`src/rtl/jack_switch_pkg.sv`:
```
package jack_switch_pkg;

    localparam logic [2:0] FUNC_JACK_SWITCH = 3'b001;

    typedef struct packed {
        logic [2:0] func_sel;
        logic       pol;
        logic       slow_en;
        logic       two_wire;
        logic       spk_en;
        logic       mono_en;
    } sw_cfg_t;

    typedef struct packed {
        logic spk;
        logic mono;
    } path_en_t;

    function automatic logic steer_active(input sw_cfg_t c);
        return (c.func_sel == FUNC_JACK_SWITCH) && c.two_wire;
    endfunction

    function automatic path_en_t route_paths(input sw_cfg_t c, input logic det);
        path_en_t r;
        if (steer_active(c) && c.spk_en && c.mono_en) begin
            r.spk  = ~det;
            r.mono = det;
        end else begin
            r.spk  = c.spk_en;
            r.mono = c.mono_en;
        end
        return r;
    endfunction

endpackage

```
`src/rtl/jack_pin_sync.sv`:
```
module jack_pin_sync #(
    parameter int STAGES = 2
) (
    input  logic clk,
    input  logic rst,
    input  logic d_i,
    output logic q_o
);
    logic [STAGES-1:0] chain_q;

    always_ff @(posedge clk) begin
        if (rst) chain_q <= '0;
        else     chain_q <= {chain_q[STAGES-2:0], d_i};
    end

    assign q_o = chain_q[STAGES-1];
endmodule

```
`src/rtl/jack_slow_tick.sv`:
```
module jack_slow_tick #(
    parameter int DIV_LOG2 = 21
) (
    input  logic clk,
    input  logic rst,
    input  logic run_i,
    output logic tick_o
);
    localparam logic [DIV_LOG2-1:0] LAST = '1;

    logic [DIV_LOG2-1:0] cnt_q;

    always_ff @(posedge clk) begin
        if (rst || !run_i) cnt_q <= '0;
        else               cnt_q <= cnt_q + 1'b1;
    end

    assign tick_o = run_i && (cnt_q == LAST);

    // an idle divider sits at zero
    assert_idle_zero_R6: assert property (@(posedge clk) disable iff (rst)
        !run_i |=> cnt_q == '0);
    // the counter wraps right after a tick
    assert_wrap_after_tick_R5: assert property (@(posedge clk) disable iff (rst)
        tick_o && run_i |=> cnt_q == '0);
endmodule

```
`src/rtl/jack_debounce.sv`:
```
module jack_debounce (
    input  logic clk,
    input  logic rst,
    input  logic tick_i,
    input  logic sample_i,
    output logic det_o
);
    logic state_q;
    logic last_q;

    always_ff @(posedge clk) begin
        if (rst) begin
            state_q <= 1'b0;
            last_q  <= 1'b0;
        end else if (tick_i) begin
            last_q <= sample_i;
            if (sample_i != state_q && last_q == sample_i)
                state_q <= sample_i;
        end
    end

    assign det_o = state_q;

    // without a tick the state is frozen
    assert_hold_no_tick_R5: assert property (@(posedge clk) disable iff (rst)
        !tick_i |=> $stable(det_o));
    // a lone differing sample does not flip the state
    assert_lone_sample_R7: assert property (@(posedge clk) disable iff (rst)
        tick_i && sample_i != det_o && last_q != sample_i |=> $stable(det_o));
endmodule

```
`src/rtl/jack_switch_top.sv`:
```
module jack_switch_top
    import jack_switch_pkg::*;
#(
    parameter int DIV_LOG2 = 21
) (
    input  logic       clk,
    input  logic       rst,
    input  logic       pin_i,
    input  logic [2:0] func_sel_i,
    input  logic       pol_i,
    input  logic       slow_en_i,
    input  logic       two_wire_i,
    input  logic       spk_en_i,
    input  logic       mono_en_i,
    output logic       spk_en_o,
    output logic       mono_en_o,
    output logic       det_o
);
    sw_cfg_t  cfg;
    path_en_t paths;
    logic     pin_sync;
    logic     sample;
    logic     run;
    logic     tick;
    logic     det;

    assign cfg = '{func_sel: func_sel_i, pol: pol_i, slow_en: slow_en_i,
                   two_wire: two_wire_i, spk_en: spk_en_i, mono_en: mono_en_i};

    jack_pin_sync #(.STAGES(2)) u_sync (
        .clk(clk), .rst(rst), .d_i(pin_i), .q_o(pin_sync)
    );

    assign sample = pin_sync ^ cfg.pol;
    assign run    = steer_active(cfg) && cfg.slow_en;

    jack_slow_tick #(.DIV_LOG2(DIV_LOG2)) u_div (
        .clk(clk), .rst(rst), .run_i(run), .tick_o(tick)
    );

    jack_debounce u_deb (
        .clk(clk), .rst(rst), .tick_i(tick), .sample_i(sample), .det_o(det)
    );

    assign paths     = route_paths(cfg, det);
    assign spk_en_o  = paths.spk;
    assign mono_en_o = paths.mono;
    assign det_o     = det;

    // exactly one path is on while steering with both enables set
    assert_exclusive_R3: assert property (@(posedge clk) disable iff (rst)
        steer_active(cfg) && spk_en_i && mono_en_i |-> spk_en_o != mono_en_o);
    // a cleared enable bit turns its output off
    assert_clear_bit_off_R4: assert property (@(posedge clk) disable iff (rst)
        !(spk_en_i && mono_en_i) |-> spk_en_o == spk_en_i && mono_en_o == mono_en_i);
    // no steering when the pin is not in switch mode
    assert_passthru_R1: assert property (@(posedge clk) disable iff (rst)
        !steer_active(cfg) |-> spk_en_o == spk_en_i && mono_en_o == mono_en_i);
    // no detect change while the slow clock is off
    assert_hold_slow_off_R6: assert property (@(posedge clk) disable iff (rst)
        !slow_en_i |=> $stable(det_o));
endmodule

```
`config.mk`:
```
export PLATFORM = sky130hd
export DESIGN_NAME = jack_switch_top
export DESIGN_NICKNAME = d
export VERILOG_FILES = /design/src/rtl/jack_switch_pkg.sv /design/src/rtl/jack_pin_sync.sv /design/src/rtl/jack_slow_tick.sv /design/src/rtl/jack_debounce.sv /design/src/rtl/jack_switch_top.sv
export SDC_FILE = /design/constraint.sdc
export NUM_CORES = 1
export LEC_CHECK = 0
export ABC_AREA = 1
export BUFFER_PORTS_ARGS = -buffer_cell sky130_fd_sc_hd__buf_2
export CORE_UTILIZATION = 51
export DETAILED_ROUTE_END_ITERATION = 10
export GPL_ROUTABILITY_DRIVEN = 0
export PLACE_DENSITY = 0.76
export SETUP_SLACK_MARGIN = 0.3
export SLEW_MARGIN = 20
export SYNTH_ARGS = -nofsm -noshare
export SYNTH_HDL_FRONTEND = slang
export SYNTH_SLANG_ARGS = --single-unit
```
`constraint.sdc`:
```
create_clock -name clk -period 1.25 [get_ports clk]
set_clock_uncertainty 0.1 [all_clocks]
set_input_delay 0.25 -clock clk [delete_from_list [all_inputs] [get_ports clk]]
set_output_delay 0.25 -clock clk [all_outputs]
set_load 0.005 [all_outputs]
```
==> flow_summary.yaml, run 1 <==
routing:
  firstDrtPassIters: 4
  wl_met1_um: 1182
  routed.top_layer: "met4"
  detail-route-antenna-nets: 0
  viasPerCell: 4.753
  wl_per_cell_um: 10.78
  met3WireLength_um: 59
  drc: 0
  vias: 1098
  met2_length_um: 1232
  drt_wl_total_um: 2490
  drtIter0Drc: 17
placement:
  dp.cells: 219
  numPortBuffers: 13
  dpl-instance-area_mm2: 0.001500
  hpwl_um: 1805
floorplanning:
  core_area_mm2: 0.002255
  rows: 17
  die_w_um: 51.28
  boundaryPins: 14
  die_h_um: 51.28
  dieArea_mm2: 0.002630
  start_util_pct: 54.94
timing:
  min_period_ns: 1.414
  setup_violations: 20
  drv_slew: 0
  setup_slack_ns: -0.1638
  whs_ns: 0.07208
  slew-limit-headroom_pct: 87.83
  rsz0062_at_grt: "yes"
  period_share_pct: 113.1
  hold_violations: 0
  worst_slew_pin_slew_ns: 0.1819
  max_freq_mhz: 707.3
logic_synthesis:
  synthArstFlopShare_pct: 0
  synth_edf_count: 0
  synth_top_cell_area_share_pct: 40.40
  ys_types: 26
  synth_area_leader_cell: "dfxtp_1"
  yosysMostFrequentCell: "nand2_1"
  syn_area_mm2: 0.001239
  synth.avg_cell_area_um2: 7.553
  yosys-top-cells-count: "35 x nand2_1, 25 x dfxtp_1, 22 x nor2_1, 15 x inv_1, 12 x a21oi_1"
  synth_fp_nets: 176
  ys_seq_elements: 25
  syn_inst: 164
  yosysWarnings: 0
  ys.flop_type: "dfxtp_1"
  yosys-top-cells-area: "dfxtp_1 40%, nand2_1 11%, nor2_1 6.7%, nor2_2 5.1%, a21oi_1 4.8%"
  yosysSeqAreaShare_pct: 40.40
clock_network:
  clk_path_buf_depth: 2
  htreeDepth: 1
  cts_tree: "yes"
  cts_sinks: 25
  worstSkewPairLatency_ns: 0.31
  numCtsBuffers: 3
  clk_pin_slew_ns: 0.13
  root_buffer: "clkbuf_4"
worst_setup_path:
  cp.arrival_ns: 1.56
  crit_path_cell_trace: "ha_4, nand2_4, nor2_4, nand2_4, nor2_8, nand4_1, a21oi_1"
  worstPathRequired_ns: 1.39
  path_class: "reg2reg"
  slowest_stage: "dfxtp_2"
  worstSetupStartpointType: "flop"
  timing.rr.start: "u_div.cnt_q[0]"
  path_buf_inv: 0
  regToRegSetupSlack_ns: -0.16
  crit_fanout: 8
  path_depth: 7
  crit_family: "simple AND/OR/NAND/NOR gates"
  worstRegToRegCells: 7
  endpoint_kind: "flop"
  cp_common_cell: "nand2_4"
  cpPeakStageDelay_ns: 0.38
  cp-endpoint: "u_deb.det_o"
  r2r_end: "u_deb.det_o"
  crit_start: "u_div.cnt_q[0]"
run_status:
  status: "finished with violations"
  violations: "negative setup slack"
cells_and_area:
  final_util_pct: 74.97
  fin_nets: 216
  syn_to_final_growth_pct: 36.46
  insertedDiodeCount: 0
  drive_gt1_share_pct: 48.28
  fin_cells: 231
  postLayoutCellArea_mm2: 0.001690
pwr:
  ir_drop_uv: 681.3
  leakage_uw: 0.0006981
  power_density_mw_per_mm2: 712.0
  finalPower_uw: 1204
grt:
  grt_pass1_wl_um: 4333
  gr-usage-all-layers_pct: 22.14
  grt_max_degree: 14
  antenna_found_initial: 0
  grt_remaining_overflow: 0
  grt_pass1_vias: 1058
run:
  cap_violations: 0
hold_path:
  hold_class: "in2reg"
repair_timing:
item / in CTS / in global routing
pin swaps: 17 / 15
endpoints found under the hold margin: 0 / 1
hold buffers: 0 / 1
resized for setup: 25 / 14
setup buffers: 3 / 4
endpoints found under the setup margin: 23 / 26
worst register-to-register path, cell delays in order (launching register included):
cell     delay, ns
dfxtp_2       0.38
ha_4          0.15
nand2_4       0.05
nor2_4        0.14
nand2_4       0.11
nor2_8        0.15
nand4_1       0.12
a21oi_1       0.15
how the worst min path moves through the flow:
stage                                  from           endpoint  cells past startpoint  slack (ns)
after CTS                             pin_i  u_sync.chain_q[0]                      3        0.02
after detailed placement  u_sync.chain_q[0]  u_sync.chain_q[1]                      2        0.30
after floorplan                         rst        u_deb.det_o                      1        0.21
after global routing                    rst  u_sync.chain_q[0]                      2        0.05
after global placement    u_sync.chain_q[0]  u_sync.chain_q[1]                      2        0.29
final                                   rst  u_sync.chain_q[1]                      2        0.07
per-layer routing:
metal / GRT usage (%) / vias up
li1: - / 591
met1: 25.54 / 495
met2: 37.94 / 10
met3: 5.655 / 2
met4: 10.36 / 0
met5: 0 / -
layout make-up:
cell class | count | area (um2)
Multi-Input combinational cell | 119 | 782.0
Fill cell | 166 | 564.3
Sequential cell | 25 | 511.7
Timing Repair Buffer | 36 | 259.0
Inverter | 19 | 76.32
Tap cell | 28 | 35.03
Clock buffer | 4 | 26.28
registers in the layout, summed over array words and instances (netlist names):
name and cells:
u_div.cnt_q 21, u_deb.last_q 1, u_sync.chain_q 2, u_deb.det_o 1
cell families after synthesis:
kind of cell,synth area share (%)
AOI/OAI and AO/OA,10.00
xor gates and xnor gates,4.242
adders and majority gates,1.010
buffers and inverters,6.666
DFF,40.40
and+or+nand+nor,37.68
cell usage in the layout (no fill, tap or decap), types with 8 or more instances in the layout:
master and n:
a21oi_1 8, buf_2 13, buf_4 17, dfxtp_1 16
dfxtp_2 9, inv_1 11, nand2_1 33, nor2_1 17
nor2_2 9, nor2_4 10
power by group:
part           switching [uW]  total [uW]  internal (uW)
combinational            26.6        52.7           26.1
sequential               1.21         801            800
clock                     226         350            125
total                     253        1200            950
stage by stage:
stage	setup TNS, ns	setup slack [ns]
2_1_floorplan	-0.03816	-0.02782
3_3_place_gp	-0.2866	-0.05785
3_5_place_dp	-0.8017	-0.09554
4_1_cts	-1.577	-0.1485
5_1_grt	-3.328	-0.2373
6_report	-1.749	-0.1638
(Power assumes the default switching activity.)
==> run 2, diff against run 1 <==
--- a/config.mk
+++ b/config.mk
@@ -11,7 +11,7 @@
 export DETAILED_ROUTE_END_ITERATION = 10
 export GPL_ROUTABILITY_DRIVEN = 0
 export PLACE_DENSITY = 0.76
-export SETUP_SLACK_MARGIN = 0.3
+export SETUP_SLACK_MARGIN = 0.05
 export SLEW_MARGIN = 20
 export SYNTH_ARGS = -nofsm -noshare
 export SYNTH_HDL_FRONTEND = slang
==> run 2 against run 1 <==
Compared with the run above:
- the flow still finishes with violations (negative setup slack)
- worst setup slack lost 0.00081 ns
- count of clock-buffer cells in the layout shrank 1
- clock power grew 1%
- die area is the same
- utilization grew 3.4 points
- cell count grew 0.87%
- total power shrank 1.0%
- fmax is essentially flat
- first-iteration DRC count grew 76%
- sequential power shrank 1%
- worst hold slack lost 0.054 ns
- via count grew 7.0%
- critical path type unchanged
==> flow_summary.yaml, run 2 (synthesized netlist as in run 1, its figures left out) <==
run:
  cap_violations: 0
placement:
  post-place-ws_ns: -0.1124
  hpwl_um: 1899
  dpl-instance-area_mm2: 0.001501
  numPortBuffers: 13
timing:
  setup_slack_ns: -0.1646
  min_period_ns: 1.415
  setup-tns-final_ns: -1.513
  worst_slew_pin_slew_ns: 0.2182
  rsz0062_at_grt: "yes"
  period_share_pct: 113.2
  drv_slew: 0
  slew-limit-headroom_pct: 85.43
  setup_violations: 16
  hold_violations: 0
  max_freq_mhz: 706.9
grt:
  grt_pass1_vias: 1087
  grt_pass1_wl_um: 4692
  gr-usage-all-layers_pct: 23.75
  antenna_found_initial: 0
  grt_remaining_overflow: 0
  grt_max_degree: 15
routing:
  drc: 0
  wl_per_cell_um: 11.98
  firstDrtPassIters: 4
  viasPerCell: 5.043
  vias: 1175
  drtIter0Drc: 30
  wl_met1_um: 1234
  drt_wl_total_um: 2792
  detail-route-antenna-nets: 0
  met3WireLength_um: 99
  met2_length_um: 1428
  routed.top_layer: "met4"
pwr:
  ir_drop_uv: 717.7
  leakage_uw: 0.0007752
  power_density_mw_per_mm2: 674.1
  finalPower_uw: 1191
run_status:
  status: "finished with violations"
  violations: "negative setup slack"
worst_setup_path:
  crit_fanout: 3
  endpoint_kind: "flop"
  cp.arrival_ns: 1.56
  regToRegSetupSlack_ns: -0.16
  worstSetupStartpointType: "flop"
  timing.rr.start: "u_div.cnt_q[0]"
  r2r_end: "u_div.cnt_q[4]"
  worstPathRequired_ns: 1.40
  worstRegToRegCells: 7
  path_class: "reg2reg"
hold_path:
  worst_hold_path.endpoint: "u_sync.chain_q[0]"
  holdPathStages: 3
  hold_class: "in2reg"
  hold_path_startpoint: "pin_i"
floorplanning:
  dieArea_mm2: 0.002630
  die_h_um: 51.28
  core_area_mm2: 0.002255
  rows: 17
  die_w_um: 51.28
  boundaryPins: 14
  start_util_pct: 54.94
cells_and_area:
  largest_reg_flops: 21
  fillers: 153
  top_register: "u_div.cnt_q"
  final_common_cell: "nand2_1"
  layout_common_cells: "28 x nand2_1, 19 x buf_4, 18 x nor2_1"
  fin_nets: 218
  postLayoutCellArea_mm2: 0.001767
  reg_top3: "u_div.cnt_q x21, u_sync.chain_q x2"
  final_util_pct: 78.36
  drive_gt1_share_pct: 54.15
  syn_to_final_growth_pct: 42.63
  insertedDiodeCount: 0
clock_network:
  clk_pin_slew_ns: 0.13
  htreeDepth: 1
  hold_buffers: 0
  root_buffer: "clkbuf_4"
  cts_tree: "yes"
  worstSkewPairLatency_ns: 0.31
  clk_path_buf_depth: 2
  numCtsBuffers: 3
  cts_sinks: 25
==> run 2: cell types whose count changed in the layout (fill, tap and decap cells not counted), sizes merged <==
| cell | previous run | this run |
|---|---|---|
| clkinv | 0 | 1 |
| clkbuf | 4 | 3 |
| dlygate4sd3 | 1 | 0 |
| buf | 35 | 38 |
==> run 2: worst max-delay path by stage <==
stage / from / to / depth (start not counted)
global route: u_div.cnt_q[0] / u_div.cnt_q[14] / 8
detailed placement: u_div.cnt_q[0] / u_div.cnt_q[18] / 10
global placement: u_div.cnt_q[1] / u_div.cnt_q[18] / 10
CTS: u_deb.det_o / mono_en_o / 5
finish: u_div.cnt_q[0] / u_div.cnt_q[4] / 7
floorplan: u_div.cnt_q[1] / u_div.cnt_q[18] / 10
==> run 2: stage by stage <==
step | instances | hold WS (ns)
6_report | 233 | 0.01795
5_1_grt | 233 | 0.008832
4_1_cts | 229 | 0.006525
3_5_place_dp | 219 | 0.3022
2_1_floorplan | 164 | 0.2191
3_3_place_gp | 219 | 0.2955
==> run 2: per-layer routing <==
layer | global-route usage [%] | vias to the layer above
li1 | - | 594
met1 | 29.74 | 550
met2 | 41.45 | 25
met3 | 4.762 | 6
met4 | 5.856 | 0
met5 | 0 | -
==> run 2: layout make-up <==
| class | count | area (um2) | share of cell area [%] |
|---|---|---|---|
| repair buffers | 38 | 290.3 | 16.43 |
| well taps | 28 | 35.03 | 1.983 |
| multi-input cells | 119 | 808.3 | 45.75 |
| flip-flops and latches | 25 | 531.8 | 30.10 |
| inverters | 19 | 73.82 | 4.178 |
| clock inverters | 1 | 5.005 | 0.2833 |
| clock buffers | 3 | 22.52 | 1.275 |
==> run 2: critical path: stages (launching register included) <==
cell	delay, ns
dfxtp_4	0.39
ha_4	0.14
nand2_4	0.05
nor2_4	0.12
buf_4	0.13
inv_2	0.05
or2_4	0.23
a21oi_2	0.14
==> run 2: report_power, final <==
part           internal (uW)  leakage (uW)  total [uW]  switching, uW
sequential               789      0.000211         790           1.38
clock                    120     0.0000177         355            235
combinational           22.6      0.000547        45.8           23.2
==> run 2: what timing repair did <==
action | 4_1_cts | 5_1_grt
endpoints found under the hold margin | 0 | 0
pin swaps | 16 | 12
gates resized for setup | 48 | 12
setup endpoints to repair | 21 | 22
setup buffers | 6 | 4
==> run 3, diff against run 2 <==
--- a/config.mk
+++ b/config.mk
@@ -7,10 +7,11 @@
 export LEC_CHECK = 0
 export ABC_AREA = 1
 export BUFFER_PORTS_ARGS = -buffer_cell sky130_fd_sc_hd__buf_2
-export CORE_UTILIZATION = 51
+export CORE_ASPECT_RATIO = 1.5
+export CORE_UTILIZATION = 40
 export DETAILED_ROUTE_END_ITERATION = 10
 export GPL_ROUTABILITY_DRIVEN = 0
-export PLACE_DENSITY = 0.76
+export PLACE_DENSITY = 0.62
 export SETUP_SLACK_MARGIN = 0.05
 export SLEW_MARGIN = 20
 export SYNTH_ARGS = -nofsm -noshare
==> run 3 against run 2 <==
Compared with the run above:
- the run still ends with negative setup slack left
- fmax is 5.0% higher
- combinational power is 2% higher
- sequential share of layout area is 0.62 points higher
- utilization is 20 points lower
- non-clock buffer count is 3 lower
- first-iteration DRC count is 53% lower
- critical path type is now reg2out
- largest power group unchanged
- highest routed layer unchanged
==> flow_summary.yaml, run 3 (synthesized netlist as in run 1, its figures left out) <==
run_status:
  status: "finished with violations"
  violations: "negative setup slack"
grt:
  antenna_found_initial: 0
  grt_max_degree: 15
  gr-usage-all-layers_pct: 17.74
  grt_pass1_wl_um: 4340
  grt_pass1_vias: 1127
  grt_remaining_overflow: 0
cells_and_area:
  top_register: "u_div.cnt_q"
  fin_cells: 241
  multi_input_area_um2: 764.5
  final_util_pct: 58.03
  final_common_cell: "nand2_1"
  layout_common_cells: "32 x nand2_1, 21 x buf_4, 16 x nor2_1"
  fin_nets: 215
  regArea_um2: 519.2
  reg_top3: "u_div.cnt_q x21, u_sync.chain_q x2"
  syn_to_final_growth_pct: 36.46
  largest_reg_flops: 21
  drive_gt1_share_pct: 49.50
  postLayoutCellArea_mm2: 0.001690
  insertedDiodeCount: 0
  fillers: 279
routing:
  firstDrtPassIters: 4
  drtIter0Drc: 14
  drt_wl_total_um: 2593
  drc: 0
  viasPerCell: 4.618
  wl_per_cell_um: 10.76
  vias: 1113
  detail-route-antenna-nets: 0
timing:
  rsz0062_at_grt: "yes"
  period_share_pct: 107.8
  whs_ns: 0.07435
  drv_slew: 0
  setup_slack_ns: -0.09705
  setup_violations: 18
  slew-limit-headroom_pct: 84.38
  min_period_ns: 1.347
  hold_violations: 0
  max_freq_mhz: 742.4
  worst_slew_pin_slew_ns: 0.2335
worst_setup_path:
  cpPeakStageDelay_ns: 0.34
  cp.arrival_ns: 1.00
  r2r_end: "u_div.cnt_q[18]"
  crit_path_cell_trace: "inv_2, nand2_2, o21ai_1, inv_1, buf_2"
  worstSetupStartpointType: "flop"
  timing.rr.start: "u_div.cnt_q[0]"
  regToRegSetupSlack_ns: -0.1
  worstPathRequired_ns: 0.90
  crit_fanout: 3
  crit_family: "flip-flops"
  path_buf_inv: 3
  slowest_stage: "dfxtp_2"
  path_class: "reg2out"
  endpoint_kind: "primary output"
  worstRegToRegCells: 10
hold_path:
  worst_hold_path.endpoint: "u_sync.chain_q[0]"
  hold_path_startpoint: "pin_i"
  holdPathStages: 3
  hold_class: "in2reg"
clock_network:
  numCtsBuffers: 3
  cts_sinks: 25
  hold_buffers: 0
  clk_path_buf_depth: 2
  cts_tree: "yes"
  clk_pin_slew_ns: 0.09
  root_buffer: "clkbuf_8"
  worstSkewPairLatency_ns: 0.28
  htreeDepth: 1
placement:
  dp.cells: 230
  hpwl_um: 1975
  dpl-instance-area_mm2: 0.001503
  numPortBuffers: 13
floorplanning:
  core_area_mm2: 0.002913
  die_w_um: 47.44
  die_h_um: 70.16
  start_util_pct: 42.53
  dieArea_mm2: 0.003328
  boundaryPins: 14
  rows: 24
pwr:
  ir_drop_uv: 593.4
  power_density_mw_per_mm2: 785.9
  leakage_uw: 0.0006993
run:
  cap_violations: 0
==> run 3: cell types whose count changed in the layout (fill, tap and decap cells not counted), moves of 2 or more <==
cell	delta
buf_4	+2
buf_6	-4
clkbuf_4	-3
clkbuf_8	+3
dfxtp_1	+4
dfxtp_4	-3
nand2_1	+4
nand2_4	-3
nor2_1	-2
nor2_2	+6
nor2_4	-4
o21ai_0	+2
o21ai_1	-2
==> run 3: what timing repair did <==
action / CTS / global route
setup buffers: 2 / 5
gates cloned: 0 / 0
setup endpoints to repair: 20 / 22
gates resized for setup: 7 / 28
pin swaps: 5 / 9
==> run 3: how the worst max path moves through the flow <==
stage | slack (ns) | to | cells past startpoint | startpoint
2_1_floorplan | -0.03 | u_div.cnt_q[18] | 10 | u_div.cnt_q[1]
3_3_place_gp | -0.07 | u_div.cnt_q[18] | 10 | u_div.cnt_q[0]
3_5_place_dp | -0.11 | u_div.cnt_q[14] | 8 | u_div.cnt_q[1]
4_1_cts | -0.12 | u_deb.det_o | 7 | u_div.cnt_q[1]
5_1_grt | -0.20 | u_div.cnt_q[18] | 10 | u_div.cnt_q[1]
6_report | -0.1 | mono_en_o | 5 | u_deb.det_o
==> run 3: area by class of cell <==
type | instances | area share [%]
Tap cell | 39 | 2.887
Timing Repair Buffer | 35 | 14.21
Multi-Input combinational cell | 119 | 45.23
Sequential cell | 25 | 30.72
Clock buffer | 3 | 2.443
Inverter | 19 | 4.219
Clock inverter | 1 | 0.2961
==> run 3: power by group <==
group | total, uW | switching, uW | internal (uW)
combinational | 46.9 | 24.0 | 22.9
clock | 486 | 262 | 224
sequential | 796 | 1.39 | 794
total | 1330 | 288 | 1040
==> run 3: per-layer routing <==
layer	wire, um	GRT usage [%]	share of wire (%)
met5	0	0	0
met4	53	7.619	2.0
met3	37	1.550	1.4
met2	1503	32.72	58
met1	999	18.54	39
==> run 3: worst reg2reg max path, cell delays in order (launching register included) <==
cell and delay [ns]:
dfxtp_2 0.36, ha_4 0.15, nand2_4 0.05, nor2_4 0.10
nand2_4 0.10, inv_2 0.08, nand2_4 0.06, nor2_2 0.09
nand2_1 0.06, nand2_1 0.06, nor2_1 0.03
==> run 3: through the flow <==
stage                     setup TNS, ns  setup WS, ns  power [uW]
after global placement          -0.5049      -0.07438       861.9
after floorplan                -0.03889      -0.02819       835.9
after global routing             -2.612       -0.1961        1377
after detailed placement         -1.282       -0.1062       864.3
after CTS                        -1.005       -0.1168        1345
final                           -0.8861      -0.09705        1329
